$ cat src/rtl/pss_pkg.sv
// Package: shared state encoding and indicator colours for the power and
// safety sequencer. Assumes led bits are ordered {red, green, blue}.
package pss_pkg;

    typedef enum logic [2:0] {
        S_OFF   = 3'd0,
        S_START = 3'd1,
        S_RUN   = 3'd2,
        S_SHUT  = 3'd3,
        S_HARD  = 3'd4,
        S_ACK   = 3'd5,
        S_SOFT  = 3'd6
    } seq_state_t;

    localparam logic [2:0] C_BLUE    = 3'b001;
    localparam logic [2:0] C_CYAN    = 3'b011;
    localparam logic [2:0] C_GREEN   = 3'b010;
    localparam logic [2:0] C_MAGENTA = 3'b101;
    localparam logic [2:0] C_RED     = 3'b100;
    localparam logic [2:0] C_YELLOW  = 3'b110;
    localparam logic [2:0] C_WHITE   = 3'b111;

    // Maps a sequencer state to the colour shown on the power button.
    function automatic logic [2:0] state_colour(seq_state_t s);
        case (s)
            S_OFF:   return C_BLUE;
            S_START: return C_CYAN;
            S_RUN:   return C_GREEN;
            S_SHUT:  return C_MAGENTA;
            S_HARD:  return C_RED;
            S_ACK:   return C_YELLOW;
            S_SOFT:  return C_WHITE;
            default: return C_RED;
        endcase
    endfunction

endpackage

$ cat src/rtl/pss_debounce.sv
// Module: two-flop synchronizer followed by a debounce filter.
// The filtered level follows the synchronized input only after the input
// has differed from it for DEB_CYCLES consecutive clocks.
// Assumes DEB_CYCLES >= 2. Reset level is 0 (button released).
module pss_debounce #(
    parameter int DEB_CYCLES = 500_000
) (
    input  logic clk,
    input  logic rst_n,
    input  logic raw,
    output logic level
);
    localparam int CW = $clog2(DEB_CYCLES + 1);
    localparam logic [CW-1:0] LAST = CW'(DEB_CYCLES - 1);

    logic [1:0]    sync_q;
    logic [CW-1:0] cnt_q;

    // Synchronize the raw input and filter it through the stability counter.
    always_ff @(posedge clk) begin
        if (!rst_n) begin
            sync_q <= '0;
            cnt_q  <= '0;
            level  <= 1'b0;
        end else begin
            sync_q <= {sync_q[0], raw};
            if (sync_q[1] == level) begin
                cnt_q <= '0;
            end else if (cnt_q == LAST) begin
                level <= sync_q[1];
                cnt_q <= '0;
            end else begin
                cnt_q <= cnt_q + 1'b1;
            end
        end
    end

    // the filtered level only moves when the counter has run out.
    a_r1_settled_change: assert property (@(posedge clk) disable iff (!rst_n)
        (level != $past(level)) |-> ($past(cnt_q) == LAST));

endmodule

$ cat src/rtl/pss_hold_timer.sv
// Module: classifies the debounced power button. press_evt pulses on the
// cycle the level rises; long_evt pulses once when the button has been held
// for HOLD_CYCLES clocks. The count saturates so a long press fires once.
// Assumes HOLD_CYCLES >= 2.
module pss_hold_timer #(
    parameter int HOLD_CYCLES = 100_000_000
) (
    input  logic clk,
    input  logic rst_n,
    input  logic level,
    output logic press_evt,
    output logic long_evt
);
    localparam int CW = $clog2(HOLD_CYCLES + 1);
    localparam logic [CW-1:0] FIRE = CW'(HOLD_CYCLES - 1);
    localparam logic [CW-1:0] SAT  = CW'(HOLD_CYCLES);

    logic          level_d;
    logic [CW-1:0] cnt_q;

    // Remember the previous level and time how long the button is held.
    always_ff @(posedge clk) begin
        if (!rst_n) begin
            level_d <= 1'b0;
            cnt_q   <= '0;
        end else begin
            level_d <= level;
            if (!level)
                cnt_q <= '0;
            else if (cnt_q != SAT)
                cnt_q <= cnt_q + 1'b1;
        end
    end

    // Decode the rising edge and the terminal count.
    always_comb begin
        press_evt = level && !level_d;
        long_evt  = level && (cnt_q == FIRE);
    end

    // a long hold is only reported while the button is still down.
    a_r4_long_while_held: assert property (@(posedge clk) disable iff (!rst_n)
        long_evt |-> (level && $past(level)));

endmodule

$ cat src/rtl/pss_slot_gate.sv
// Module: per-slot output-enable gating with sticky overcurrent latches.
// A slot's request passes only while allow is high and the slot has never
// reported overcurrent since reset. An overcurrent flag blocks its slot in
// the same cycle it appears and from then on through the latch.
module pss_slot_gate #(
    parameter int N_SLOTS = 5
) (
    input  logic               clk,
    input  logic               rst_n,
    input  logic               allow,
    input  logic [N_SLOTS-1:0] oc_in,
    input  logic [N_SLOTS-1:0] oe_in,
    output logic [N_SLOTS-1:0] oe_out
);
    logic [N_SLOTS-1:0] oc_lat;

    for (genvar i = 0; i < N_SLOTS; i++) begin : g_slot
        // Latch the overcurrent flag of this slot until reset.
        always_ff @(posedge clk) begin
            if (!rst_n)
                oc_lat[i] <= 1'b0;
            else if (oc_in[i])
                oc_lat[i] <= 1'b1;
        end

        // Forward this slot's request only when allowed and not tripped.
        always_comb begin
            oe_out[i] = oe_in[i] && allow && !oc_lat[i] && !oc_in[i];
        end

        // once tripped, a slot stays tripped until reset.
        a_r9_latch_sticky: assert property (@(posedge clk) disable iff (!rst_n)
            oc_lat[i] |=> oc_lat[i]);

        // a tripped slot never reaches its adapter card.
        a_r9_tripped_blocked: assert property (@(posedge clk) disable iff (!rst_n)
            $past(oc_in[i]) |-> !oe_out[i]);
    end

endmodule

$ cat src/rtl/pwr_safety_seq.sv
// Module: top of the power and safety sequencer. Debounces the three panel
// buttons, classifies power presses, runs the supervisory state machine and
// drives carrier-ready, the gated slot output-enables and the RGB indicator.
// Assumes vin_ok, pgood, overtemp, slot_oc and slot_oe_in are synchronous to
// clk; ext_stop_n is asynchronous and is synchronized but not debounced.
module pwr_safety_seq
    import pss_pkg::*;
#(
    parameter int DEB_CYCLES  = 500_000,
    parameter int HOLD_CYCLES = 100_000_000,
    parameter int N_SLOTS     = 5
) (
    input  logic               clk,
    input  logic               rst_n,
    input  logic               pwr_btn,
    input  logic               fp_stop_btn,
    input  logic               en_btn,
    input  logic               ext_stop_n,
    input  logic               vin_ok,
    input  logic               pgood,
    input  logic               overtemp,
    input  logic [N_SLOTS-1:0] slot_oc,
    input  logic [N_SLOTS-1:0] slot_oe_in,
    output logic               carrier_ready,
    output logic [N_SLOTS-1:0] slot_oe_out,
    output logic [2:0]         led_rgb
);
    localparam int N_BTN = 3;
    localparam int B_PWR = 0;
    localparam int B_STP = 1;
    localparam int B_EN  = 2;

    logic [N_BTN-1:0] btn_raw;
    logic [N_BTN-1:0] btn_lvl;
    logic             pwr_press;
    logic             pwr_long;
    logic             en_d;
    logic             en_press;
    logic [1:0]       xstop_q;
    logic             stop_act;
    logic             healthy;
    logic             allow_oe;
    seq_state_t       state_q;
    seq_state_t       state_d;

    assign btn_raw = {en_btn, fp_stop_btn, pwr_btn};

    for (genvar b = 0; b < N_BTN; b++) begin : g_btn
        pss_debounce #(.DEB_CYCLES(DEB_CYCLES)) u_deb (
            .clk   (clk),
            .rst_n (rst_n),
            .raw   (btn_raw[b]),
            .level (btn_lvl[b])
        );
    end

    pss_hold_timer #(.HOLD_CYCLES(HOLD_CYCLES)) u_hold (
        .clk       (clk),
        .rst_n     (rst_n),
        .level     (btn_lvl[B_PWR]),
        .press_evt (pwr_press),
        .long_evt  (pwr_long)
    );

    // Synchronize the external stop (reset to the safe, stopped value) and
    // keep the previous Enable level for edge detection.
    always_ff @(posedge clk) begin
        if (!rst_n) begin
            xstop_q <= 2'b00;
            en_d    <= 1'b0;
        end else begin
            xstop_q <= {xstop_q[0], ext_stop_n};
            en_d    <= btn_lvl[B_EN];
        end
    end

    // Combine the stop sources, the health status and the Enable edge.
    always_comb begin
        stop_act = !xstop_q[1] || btn_lvl[B_STP];
        healthy  = vin_ok && pgood && !overtemp;
        en_press = btn_lvl[B_EN] && !en_d;
    end

    // Next-state decision of the supervisory machine; hard faults win over
    // stops, stops win over the power-off hold.
    always_comb begin
        state_d = state_q;
        case (state_q)
            S_OFF:   if (pwr_press) state_d = S_START;
            S_START: if (stop_act) state_d = S_SOFT;
                     else if (healthy) state_d = S_RUN;
            S_RUN:   if (!healthy) state_d = S_HARD;
                     else if (stop_act) state_d = S_SOFT;
                     else if (pwr_long) state_d = S_SHUT;
            S_SHUT:  if (!btn_lvl[B_PWR]) state_d = S_OFF;
            S_HARD:  if (pwr_press) state_d = S_ACK;
            S_ACK:   if (!btn_lvl[B_PWR]) state_d = S_OFF;
            S_SOFT:  if (!healthy) state_d = S_HARD;
                     else if (en_press && !stop_act) state_d = S_RUN;
            default: state_d = S_HARD;
        endcase
    end

    // State register.
    always_ff @(posedge clk) begin
        if (!rst_n)
            state_q <= S_OFF;
        else
            state_q <= state_d;
    end

    // Outputs: carrier-ready, permission for the slot gates and colour.
    always_comb begin
        carrier_ready = (state_q == S_RUN) && healthy;
        allow_oe      = (state_q == S_RUN) && healthy && !stop_act;
        led_rgb       = state_colour(state_q);
    end

    pss_slot_gate #(.N_SLOTS(N_SLOTS)) u_gate (
        .clk    (clk),
        .rst_n  (rst_n),
        .allow  (allow_oe),
        .oc_in  (slot_oc),
        .oe_in  (slot_oe_in),
        .oe_out (slot_oe_out)
    );

    // the hard fault stays until a power press acknowledges it.
    a_r6_hard_latched: assert property (@(posedge clk) disable iff (!rst_n)
        (state_q == S_HARD && !pwr_press) |=> (state_q == S_HARD));

    // off is only reached through shut-down or acknowledge.
    a_r4_off_entry: assert property (@(posedge clk) disable iff (!rst_n)
        (state_q == S_OFF && $past(state_q) != S_OFF)
            |-> ($past(state_q) == S_SHUT || $past(state_q) == S_ACK));

    // carrier-ready never coexists with a failed status input.
    a_r5_ready_healthy: assert property (@(posedge clk) disable iff (!rst_n)
        carrier_ready |-> (vin_ok && pgood && !overtemp));

    // a synchronized external stop blocks every slot at once.
    a_r10_stop_blocks: assert property (@(posedge clk) disable iff (!rst_n)
        !xstop_q[1] |-> (slot_oe_out == '0));

    // soft fault is only left towards normal operation on an Enable edge.
    a_r7_soft_exit: assert property (@(posedge clk) disable iff (!rst_n)
        ($past(state_q) == S_SOFT && state_q == S_RUN) |-> $past(en_press));

    // outputs are only ever a subset of the requests.
    a_r8_subset: assert property (@(posedge clk) disable iff (!rst_n)
        (slot_oe_out & ~slot_oe_in) == '0);

    // the indicator always carries exactly one defined colour code.
    a_r11_colour_valid: assert property (@(posedge clk) disable iff (!rst_n)
        led_rgb != 3'b000);

endmodule

$ cat config.mk
export PLATFORM = sky130hd
export DESIGN_NAME = pwr_safety_seq
export DESIGN_NICKNAME = d
export VERILOG_FILES = /design/src/rtl/pss_pkg.sv /design/src/rtl/pss_debounce.sv /design/src/rtl/pss_hold_timer.sv /design/src/rtl/pss_slot_gate.sv /design/src/rtl/pwr_safety_seq.sv
export SDC_FILE = /design/constraint.sdc
export NUM_CORES = 1
export LEC_CHECK = 0
export ABC_AREA = 1
export BUFFER_PORTS_ARGS = -buffer_cell sky130_fd_sc_hd__clkbuf_2
export CORE_ASPECT_RATIO = 1.75
export CORE_MARGIN = 2
export CORE_UTILIZATION = 58
export DETAILED_ROUTE_END_ITERATION = 7
export PLACE_DENSITY = 0.76
export SYNTH_ARGS = -nofsm -noshare
export SYNTH_HDL_FRONTEND = slang
export SYNTH_HIERARCHICAL = 1
export SYNTH_SLANG_ARGS = --single-unit
$ cat constraint.sdc
create_clock -name clk -period 3.7 [get_ports clk]
set_input_delay 0.555 -clock clk [delete_from_list [all_inputs] [get_ports clk]]
set_output_delay 0.555 -clock clk [all_outputs]
set_load 0.01 [all_outputs]
## Word level (Yosys, flattened, before mapping)

Index checks and enable logic that the tools add are counted.

| operators by class | value |
|---|---|
| add/subtract/negate cells | 4 |
| equal/unequal tests | 20 |
| muxes and demuxes | 12 |
| bitwise logic cells | 4 |
| reductions and logical operators | 49 |

Operators with widths:

| kind | count |
|---|---|
| $add A19 B1 Y19 const B | 3 |
| $eq A19 B19 Y1 const B | 3 |
| $pmux W3 S6 | 2 |
| $mux W3 | 10 |
| $add A27 B1 Y27 const B | 1 |
| $eq A27 B27 Y1 const B | 1 |
| $ne A27 B27 Y1 const B | 1 |
| $logic_and A1 B1 Y1 | 23 |
| $logic_not A1 Y1 | 15 |
| $eq A3 B3 Y1 const B | 3 |
| $reduce_or A3 Y1 | 3 |
| $reduce_and A2 Y1 | 4 |
| $eq A3 B2 Y1 const B | 2 |
| $ne A2 B2 Y1 const B | 3 |
| $ne A3 B3 Y1 const B | 2 |
| $reduce_and A6 Y1 | 1 |
| $ne A4 B4 Y1 const B | 1 |
| $not A1 Y1 | 4 |
| $eq A1 B1 Y1 | 3 |
| $eq A3 B1 Y1 const B | 1 |
| $logic_not A3 Y1 | 1 |
| $reduce_or A2 Y1 | 1 |
| $logic_or A1 B1 Y1 | 1 |

| storage, ports and cells | value |
|---|---|
| flip-flop bits (word level) | 105 |
| bits of input ports | 19 |
| output and inout port bits | 9 |
| logic and storage cells | 108 |

## Logic depth before layout (Yosys ltp)

Gate-level depths: netlist of run 1.

| logic depth | value |
|---|---|
| depth in word-level cells | 7 |
| depth in mapped cells | 14 |
| gate-level depth less buffers | 14 |

## Cells and area by module

The synthesis of run 1 kept the hierarchy.

By module, submodules not included:

| module | times used | cells each | area each (µm²) | seq. area each (µm²) |
|---|---|---|---|---|
| pss_debounce (g_btn[0].u_deb ...) | 2 | 181 | 1,199.9 | 440.4 |
| pss_hold_timer | 1 | 277 | 1,647.8 | 560.5 |
| pss_debounce (g_btn[2].u_deb) | 1 | 180 | 1,186.1 | 440.4 |
| pwr_safety_seq | 1 | 71 | 435.4 | 120.1 |
| pss_slot_gate | 1 | 41 | 235.2 | 100.1 |

## Worst setup path after synthesis of run 1

No wires, ideal clock.

| timing | value |
|---|---|
| kind | input port to output port |
| from | input vin_ok |
| to | output slot_oe_out[0] |
| data arrival time | 1.245 ns |
| data required time | 3.145 ns |
| setup slack | 1.900 ns |
| cell stages on the path | 6 |
| buffers on the path | 0 |
| cells stage by stage | nand2_1 > nor2_4 > nand2_1 > nor2_2 > nand2_1 > nor2_1 |

| between the ends | value |
|---|---|
| longest elaborated chain between the ends | 7 |

Ends and longest elaborated chain:

| item | RTL line | text |
|---|---|---|
| start, declared | pwr_safety_seq.sv:19 | `input logic vin_ok,` |
| $logic_and A1 B1 Y1 (2 in series) | pwr_safety_seq.sv:80 | `healthy = vin_ok && pgood && !overtemp;` |
| $logic_and A1 B1 Y1 (2 in series) | pwr_safety_seq.sv:115 | `allow_oe = (state_q == S_RUN) && healthy && !stop_act;` |
| via allow_oe | pwr_safety_seq.sv:42 | `logic allow_oe;` |
| $logic_and A1 B1 Y1 (3 in series) | pss_slot_gate.sv:28 | `oe_out[i] = oe_in[i] && allow && !oc_lat[i] && !oc_in[i];` |
| end, declared | pwr_safety_seq.sv:25 | `output logic [N_SLOTS-1:0] slot_oe_out,` |

The timed path passes the listed nets, and every way through them passes these cells.

## Worst setup path after layout of run 1

| timing | value |
|---|---|
| from | register state_q[1] |
| to | output slot_oe_out[2] |

| between the ends | value |
|---|---|
| longest elaborated chain between the ends | 6 |

Ends and longest elaborated chain:

| item | RTL line | text |
|---|---|---|
| start, declared | pwr_safety_seq.sv:43 | `seq_state_t state_q;` |
| start signal, assigned | pwr_safety_seq.sv:109 | `state_q <= state_d;` |
| $eq A3 B2 Y1 | pwr_safety_seq.sv:115 |  |
| $logic_and A1 B1 Y1 (2 in series) | pwr_safety_seq.sv:115 |  |
| via allow_oe | pwr_safety_seq.sv:42 |  |
| $logic_and A1 B1 Y1 (3 in series) | pss_slot_gate.sv:28 |  |

The timed path passes the listed nets, and every way through them passes these cells.

==> flow_summary.yaml, run 1 <==
cts:
  cts_tree: "yes"
  postCtsSetupBuffers: 0
  cts-htree-levels: 3
  clk_latency_ns: 0.35
  cts_max_path_buffers: 2
  cts-root-buf: "clkbuf_16"
  cts_buffers: 9
  clock_sinks: 105
  cts_resized: 0
  clk_pin_slew_worst_paths_ns: 0.06
  cts_hold_buffers: 0
routing:
  viasPerCell: 4.94
  first_pass_iters: 5
  routed_wl_um: 12100
  drt_iter0_markers: 286
  drcViolationCount: 0
  ant_nets: 0
  wire_per_inst_um: 11.0
  vias: 5395
timing:
  finalSetupViolCount: 0
  worst_slack_ns: 1.39
  relSlewSlack_pct: 54.6
  timing.final.crit_share_pct: 62.4
  tns_ns: 0
  clock_skew_ns: 0.00879
  fin_hold_ws_ns: 0.395
  max_slew.worst_pin.slew_ns: 0.680
  fmax_mhz: 433
  hold_viol_final: 0
  min_period_ns: 2.31
  rsz0062_at_grt: "false"
  maxSlewViolCount: 0
die:
  die_x_um: 80.3
  row_count: 48
  fp.dieH_um: 137
  io_pins: 28
  dieArea_um2: 11000
  core_area_um2: 9910
  initial_utilization_pct: 59.6
power:
  p_leak_nw: 2.40
  max-vdd-ir-drop_v: 0.000248
  total_power_mw: 2.07
  power_per_cell_area_nw_per_um2: 324
global_routing:
  antenna_found_initial: 0
  track_usage_pct: 23.2
  grt_max_degree: 23
  grt_first_pass_wirelength_um: 20300
  grt_pass1_vias: 4817
  grt-ovfl-total: 0
worst_hold_path:
  hold_path_depth: 3
  hp-class: "input port to flop"
worst_setup_path:
  cp-start-kind: "flop"
  ff2ff_path_depth: 14
  crit_type: "flop to output pin"
  required_ns: 3.14
  endpoint_kind: "output pin"
  cp_max_fo: 7
  crit_arrival_ns: 1.75
synthesis:
  yosysTopAreaCell: "dfxtp_1"
  synth.top_cells.by_count: "nand2_1, nor2_1, inv_1"
  async_flop_share_pct: 0
  yosys_warnings: 6
  syn_area_per_cell_um2: 6.34
  synth.top_cells.by_area: "dfxtp_1, nand2_1, nor2_1, inv_1, nor2_2"
  yosysMostFrequentCell: "nand2_1"
  ys.flop_type: "dfxtp_1"
  synthesis.area_um2: 5900
  synth_cells: 931
  yosysSeqAreaShare_pct: 35.6
  ys_ff_latch: 105
  ys_types: 28
  netlist.area_leader.share_pct: 35.6
  synth_fp_nets: 955
  synth-edff-count: 0
place:
  dp.cells: 1077
  hpwlAfterDp_um: 9230
  place_congestion: 0.890
  post-place-ws_ns: 1.50
  port_buffers: 27
  placed_cell_area_um2: 6120
final_layout:
  nets: 987
  final-instance-count-excl-fill: 1093
  final_area_um2: 6390
  drive_above_1_share_pct: 12.9
  areaGrowthSynthToFinish_pct: 8.29
  diodes: 0
  postLayoutCoreUtil_pct: 64.5
status:
  status: "completed"
run:
  maxCapViolCount: 0
-- where the power goes --
part / internal [mW] / leakage, nW / switching [mW]
clock network: 0.479 / 0.134 / 0.408
registers: 1.14 / 0.849 / 0.00428
logic: 0.0156 / 1.42 / 0.0244
total: 1.63 / 2.40 / 0.436
-- layout make-up --
type	count	area [um^2]
fillers	981	3520
well taps	125	156
flip-flops and latches	105	2100
inverters	140	526
multi-input cells	680	3200
clock buffers	13	250
clock inverters	3	26.3
repair buffers	27	135
-- cell families (layout without fill, tap and decap cells) --
| logic type | count (synthesis) | count (layout) | share of synthesized area (%) |
|---|---|---|---|
| compound gates | 50 | 50 | 4.26 |
| xor+xnor | 30 | 30 | 4.45 |
| fa+ha+maj | 5 | 5 | 1.06 |
| buf+inv | 146 | 183 | 10.2 |
| flops | 105 | 105 | 35.6 |
| simple gates | 595 | 595 | 44.4 |
-- placed cells by master, fill, tap and decap left out, drive strengths merged --
cell type / netlist / layout
inv: 140 / 140
nand3: 71 / 71
clkinv: 0 / 3
dfxtp: 105 / 105
nor2: 249 / 249
nand3b: 1 / 1
and2: 1 / 1
or2: 7 / 7
nand4: 7 / 7
o21ai: 23 / 23
nor4: 2 / 2
a21oi: 26 / 26
ha: 5 / 5
xor2: 24 / 24
xnor2: 6 / 6
a31oi: 1 / 1
nand2: 251 / 251
nor3: 6 / 6
clkbuf: 1 / 40
-- path summary, 6_finish.rpt --
check,startpoint,endpoint,slack [ns]
worst max-delay path,state_q[1]$_SDFFE_PN0P_,slot_oe_out[2],1.39
worst min-delay path,ext_stop_n,xstop_q[0]$_SDFF_PN0_,0.40
worst max register to register,u_hold/cnt_q[1]$_SDFFE_PN0P_,state_q[1]$_SDFFE_PN0P_,1.67
worst min register to register,g_btn[1].u_deb/sync_q[0]$_SDFF_PN0_,g_btn[1].u_deb/sync_q[1]$_SDFF_PN0_,0.41
-- critical path: stages (launching register included) --
cell,delay [ns]
dfxtp_1,0.51
nand2_4,0.10
nor2_2,0.13
nand2_1,0.10
nor2_2,0.23
nand2_1,0.08
nor2_1,0.11
clkbuf_2,0.14
-- layer usage --
metal | global-route usage [%] | share of wire, %
met1 | 25.4 | 41
met2 | 43.1 | 54
met3 | 3.21 | 2.6
met4 | 10.4 | 2.8
met5 | 0 | 0
-- state kept, by name (all words and copies together), names as in the netlist --
name,count
g_btn.u_deb/cnt_q,57
u_hold/cnt_q,27
g_btn.u_deb/sync_q,6
u_gate/oc_lat,5
g_btn.u_deb/level,3
state_q,3
xstop_q,2
en_d,1
u_hold/level_d,1
Note: power is estimated with default switching activity, not from simulation.
==> inputs of run 2 (changes only) <==
--- a/config.mk
+++ b/config.mk
@@ -5,11 +5,11 @@
 export SDC_FILE = /design/constraint.sdc
 export NUM_CORES = 1
 export LEC_CHECK = 0
-export ABC_AREA = 1
+export ABC_AREA = 0
 export BUFFER_PORTS_ARGS = -buffer_cell sky130_fd_sc_hd__clkbuf_2
 export CORE_ASPECT_RATIO = 1.75
 export CORE_MARGIN = 2
-export CORE_UTILIZATION = 58
+export CORE_UTILIZATION = 55
 export DETAILED_ROUTE_END_ITERATION = 7
 export PLACE_DENSITY = 0.76
 export SYNTH_ARGS = -nofsm -noshare
==> constraint.sdc (replaced) <==
create_clock -name clk -period 1.9 [get_ports clk]
set_input_delay 0.285 -clock clk [delete_from_list [all_inputs] [get_ports clk]]
set_output_delay 0.285 -clock clk [all_outputs]
set_load 0.01 [all_outputs]
==> run 2 against run 1 <==
  * The run now ends with setup timing left
  * Non-clock buffer count is 61 higher
  * Final cell count is 30% lower
  * Sequential power is 95% higher
  * Power is 110% higher
  * Area after synthesis is 16% lower
  * Clock power is 130% higher
  * Critical path type unchanged
  * Critical endpoint is now slot_oe_out[3]
  * Largest power group unchanged
==> flow_summary.yaml, run 2 <==
status:
  status: "finished with violations"
  violations: "setup timing"
timing:
  relSlewSlack_pct: 71.5
  min_period_ns: 1.94
  clock_skew_ns: 0.00626
  fmax_mhz: 515
  rsz0062_at_grt: "true"
  timing.final.crit_share_pct: 102
  worst_slack_ns: -0.0411
  max_slew.worst_pin.slew_ns: 0.424
  finalSetupViolCount: 14
  maxSlewViolCount: 0
  tns_ns: -0.307
  hold_viol_final: 0
global_routing:
  antenna_found_initial: 0
  grt-ovfl-total: 0
  grt_max_degree: 30
  grt_first_pass_wirelength_um: 18900
  track_usage_pct: 24.4
  grt_pass1_vias: 4462
routing:
  drcViolationCount: 0
  drt_iter0_markers: 223
  first_pass_iters: 5
  viasPerCell: 5.91
  routed_wl_um: 11700
  ant_nets: 0
  vias: 4512
  wire_per_inst_um: 15.3
worst_setup_path:
  startpoint: "state_q[2]$_SDFFE_PN0P_"
  required_ns: 1.62
  r2r-end: "g_btn[0].u_deb/cnt_q[12]$_SDFF_PP0_"
  r2r_slack_ns: -0.03
  crit_type: "flop to output pin"
  ff2ff_path_depth: 5
  cp_max_fo: 6
  worstSetupEndpoint: "slot_oe_out[3]"
  crit_arrival_ns: 1.66
  endpoint_kind: "output pin"
  r2r_start: "g_btn[0].u_deb/cnt_q[12]$_SDFF_PP0_"
  cp-start-kind: "flop"
cts:
  cts_buffers: 9
  clk_pin_slew_worst_paths_ns: 0.07
  clk_latency_ns: 0.34
  cts-root-buf: "clkbuf_16"
  cts_tree: "yes"
  cts_max_path_buffers: 2
  clock_sinks: 105
  cts-htree-levels: 3
die:
  initial_utilization_pct: 56.9
  die_x_um: 75.8
  dieArea_um2: 9830
  io_pins: 28
  core_area_um2: 8730
  row_count: 45
  fp.dieH_um: 130
power:
  clock_power_share_pct: 46.7
  p_comb_share_pct: 1.9
  pwr-share-seq_pct: 51.5
  p_leak_nw: 2.15
  cellInternalPower_mw: 3.48
  p_switching_mw: 0.837
  swShare_pct: 19.4
  power_per_cell_area_nw_per_um2: 702
  total_power_mw: 4.32
  max-vdd-ir-drop_v: 0.000607
final_layout:
  areaGrowthSynthToFinish_pct: 23.8
  layout_common_cells: "dfxtp_1, nor2_1, buf_4"
  final_common_cell: "dfxtp_1"
  nets: 665
  top_register: "g_btn.u_deb/cnt_q"
  diodes: 0
  largest_reg_flops: 57
  reg_top3: "g_btn.u_deb/cnt_q x57, u_hold/cnt_q x27, g_btn.u_deb/sync_q x6"
  postLayoutCoreUtil_pct: 70.5
  drive_above_1_share_pct: 26.0
synthesis:
  netlist.area_leader.share_pct: 42.3
  synth_fp_nets: 578
  yosys_warnings: 6
  yosysMostFrequentCell: "dfxtp_1"
  ys.flop_type: "dfxtp_1"
  synthesis.area_um2: 4960
  synth.top_cells.by_count: "dfxtp_1, nor2_1, nand3_1"
  synth_cells: 554
  yosysTopAreaCell: "dfxtp_1"
  async_flop_share_pct: 0
  synth-edff-count: 0
  synth.top_cells.by_area: "dfxtp_1, xor2_1, nor2_1, xnor2_1, nand3_1"
  ys_types: 50
  syn_area_per_cell_um2: 8.96
  yosysSeqAreaShare_pct: 42.3
  ys_ff_latch: 105
place:
  post-place-ws_ns: -0.0460
  port_buffers: 27
  hpwlAfterDp_um: 7940
  place_congestion: 0.867
run:
  maxCapViolCount: 0
worst_hold_path:
  hp-class: "input port to flop"
-- run 2: cell types whose count changed after synthesis, moves of 11 or more --
cell and change:
nor4_1 +11, or3_1 +11, nand4_1 +22, or4_1 +15
and4_1 +11, and2_1 +18, nand3_1 -26, nor2_1 -125
inv_1 -122, nor2_2 -54, xnor2_1 +19, nand2_1 -204
-- run 2: final cells by class --
cell class                 instances  area, um^2
clock buffer                      11         253
clock inverter                     5        77.6
fill                             654        2580
inverter                          13        48.8
multi-input combinational        424        2860
sequential                       105        2130
tap                              117         146
timing repair buffer              88         633
-- run 2: worst min-delay path by stage --
stage | startpoint | endpoint | slack [ns] | depth (start not counted)
finish | slot_oc[4] | u_gate/oc_lat[4]$_SDFFE_PN0P_ | 0.15 | 2
global route | slot_oc[2] | u_gate/oc_lat[2]$_SDFFE_PN0P_ | 0.14 | 2
CTS | slot_oc[4] | u_gate/oc_lat[4]$_SDFFE_PN0P_ | 0.14 | 2
detailed placement | xstop_q[0]$_SDFF_PN0_ | xstop_q[1]$_SDFF_PN0_ | 0.43 | 1
global placement | g_btn[2].u_deb/sync_q[0]$_SDFF_PN0_ | g_btn[2].u_deb/sync_q[1]$_SDFF_PN0_ | 0.42 | 1
floorplan | slot_oc[0] | u_gate/oc_lat[0]$_SDFFE_PN0P_ | 0.40 | 1
-- run 2: kinds of logic (layout without fill, tap and decap cells) --
group                    Yosys count  count (layout)  synth area share [%]
XOR/XNOR                          55              55                  9.70
AO/OA/AOI/OAI                     66              66                  8.95
AND/OR/NAND/NOR                  286             287                  32.7
buffers and inverters             26             117                  2.75
flip-flops                       105             105                  42.3
multiplexers                      11              11                  2.32
adder cells (fa/ha/maj)            5               5                  1.26
-- run 2: power groups by stage --
stage	clock [mW]	sequential, mW	combinational (mW)
3_3_place_gp	0	2.28	0.0712
2_1_floorplan	0	2.27	0.0356
3_5_place_dp	0	2.28	0.0736
5_1_grt	2.13	2.22	0.0883
4_1_cts	2.04	2.23	0.0771
6_report	2.01	2.22	0.0799
-- run 2: metrics by stage --
stage	cell area (um^2)	instances	hold WS, ns
floorplan	4970	554	0.395
global placement	5560	735	0.419
detailed placement	5560	735	0.428
CTS	5970	759	0.141
global route	6150	763	0.144
finish	6150	763	0.150
-- run 2: per-layer routing --
metal	track usage [%]	up-vias	share of wire, %
met5	0	-	0
met4	12.0	0	3.3
met3	5.44	37	3.3
met2	44.3	113	56
met1	25.1	2186	38
li1	-	2176	-
-- run 2: critical path, stage by stage (launching register included) --
cell	delay (ns)
dfxtp_2	0.32
or3b_4	0.39
nor3_2	0.12
buf_4	0.17
and4bb_1	0.19
clkbuf_2	0.13
-- run 2: repair_timing --
item	CTS	global route
buffers inserted	8	3
cloned	0	2
pin swaps	4	19
endpoints found under the hold margin	0	0
setup endpoints to repair	9	65
gates resized for setup	10	54
hold buffers	0	0
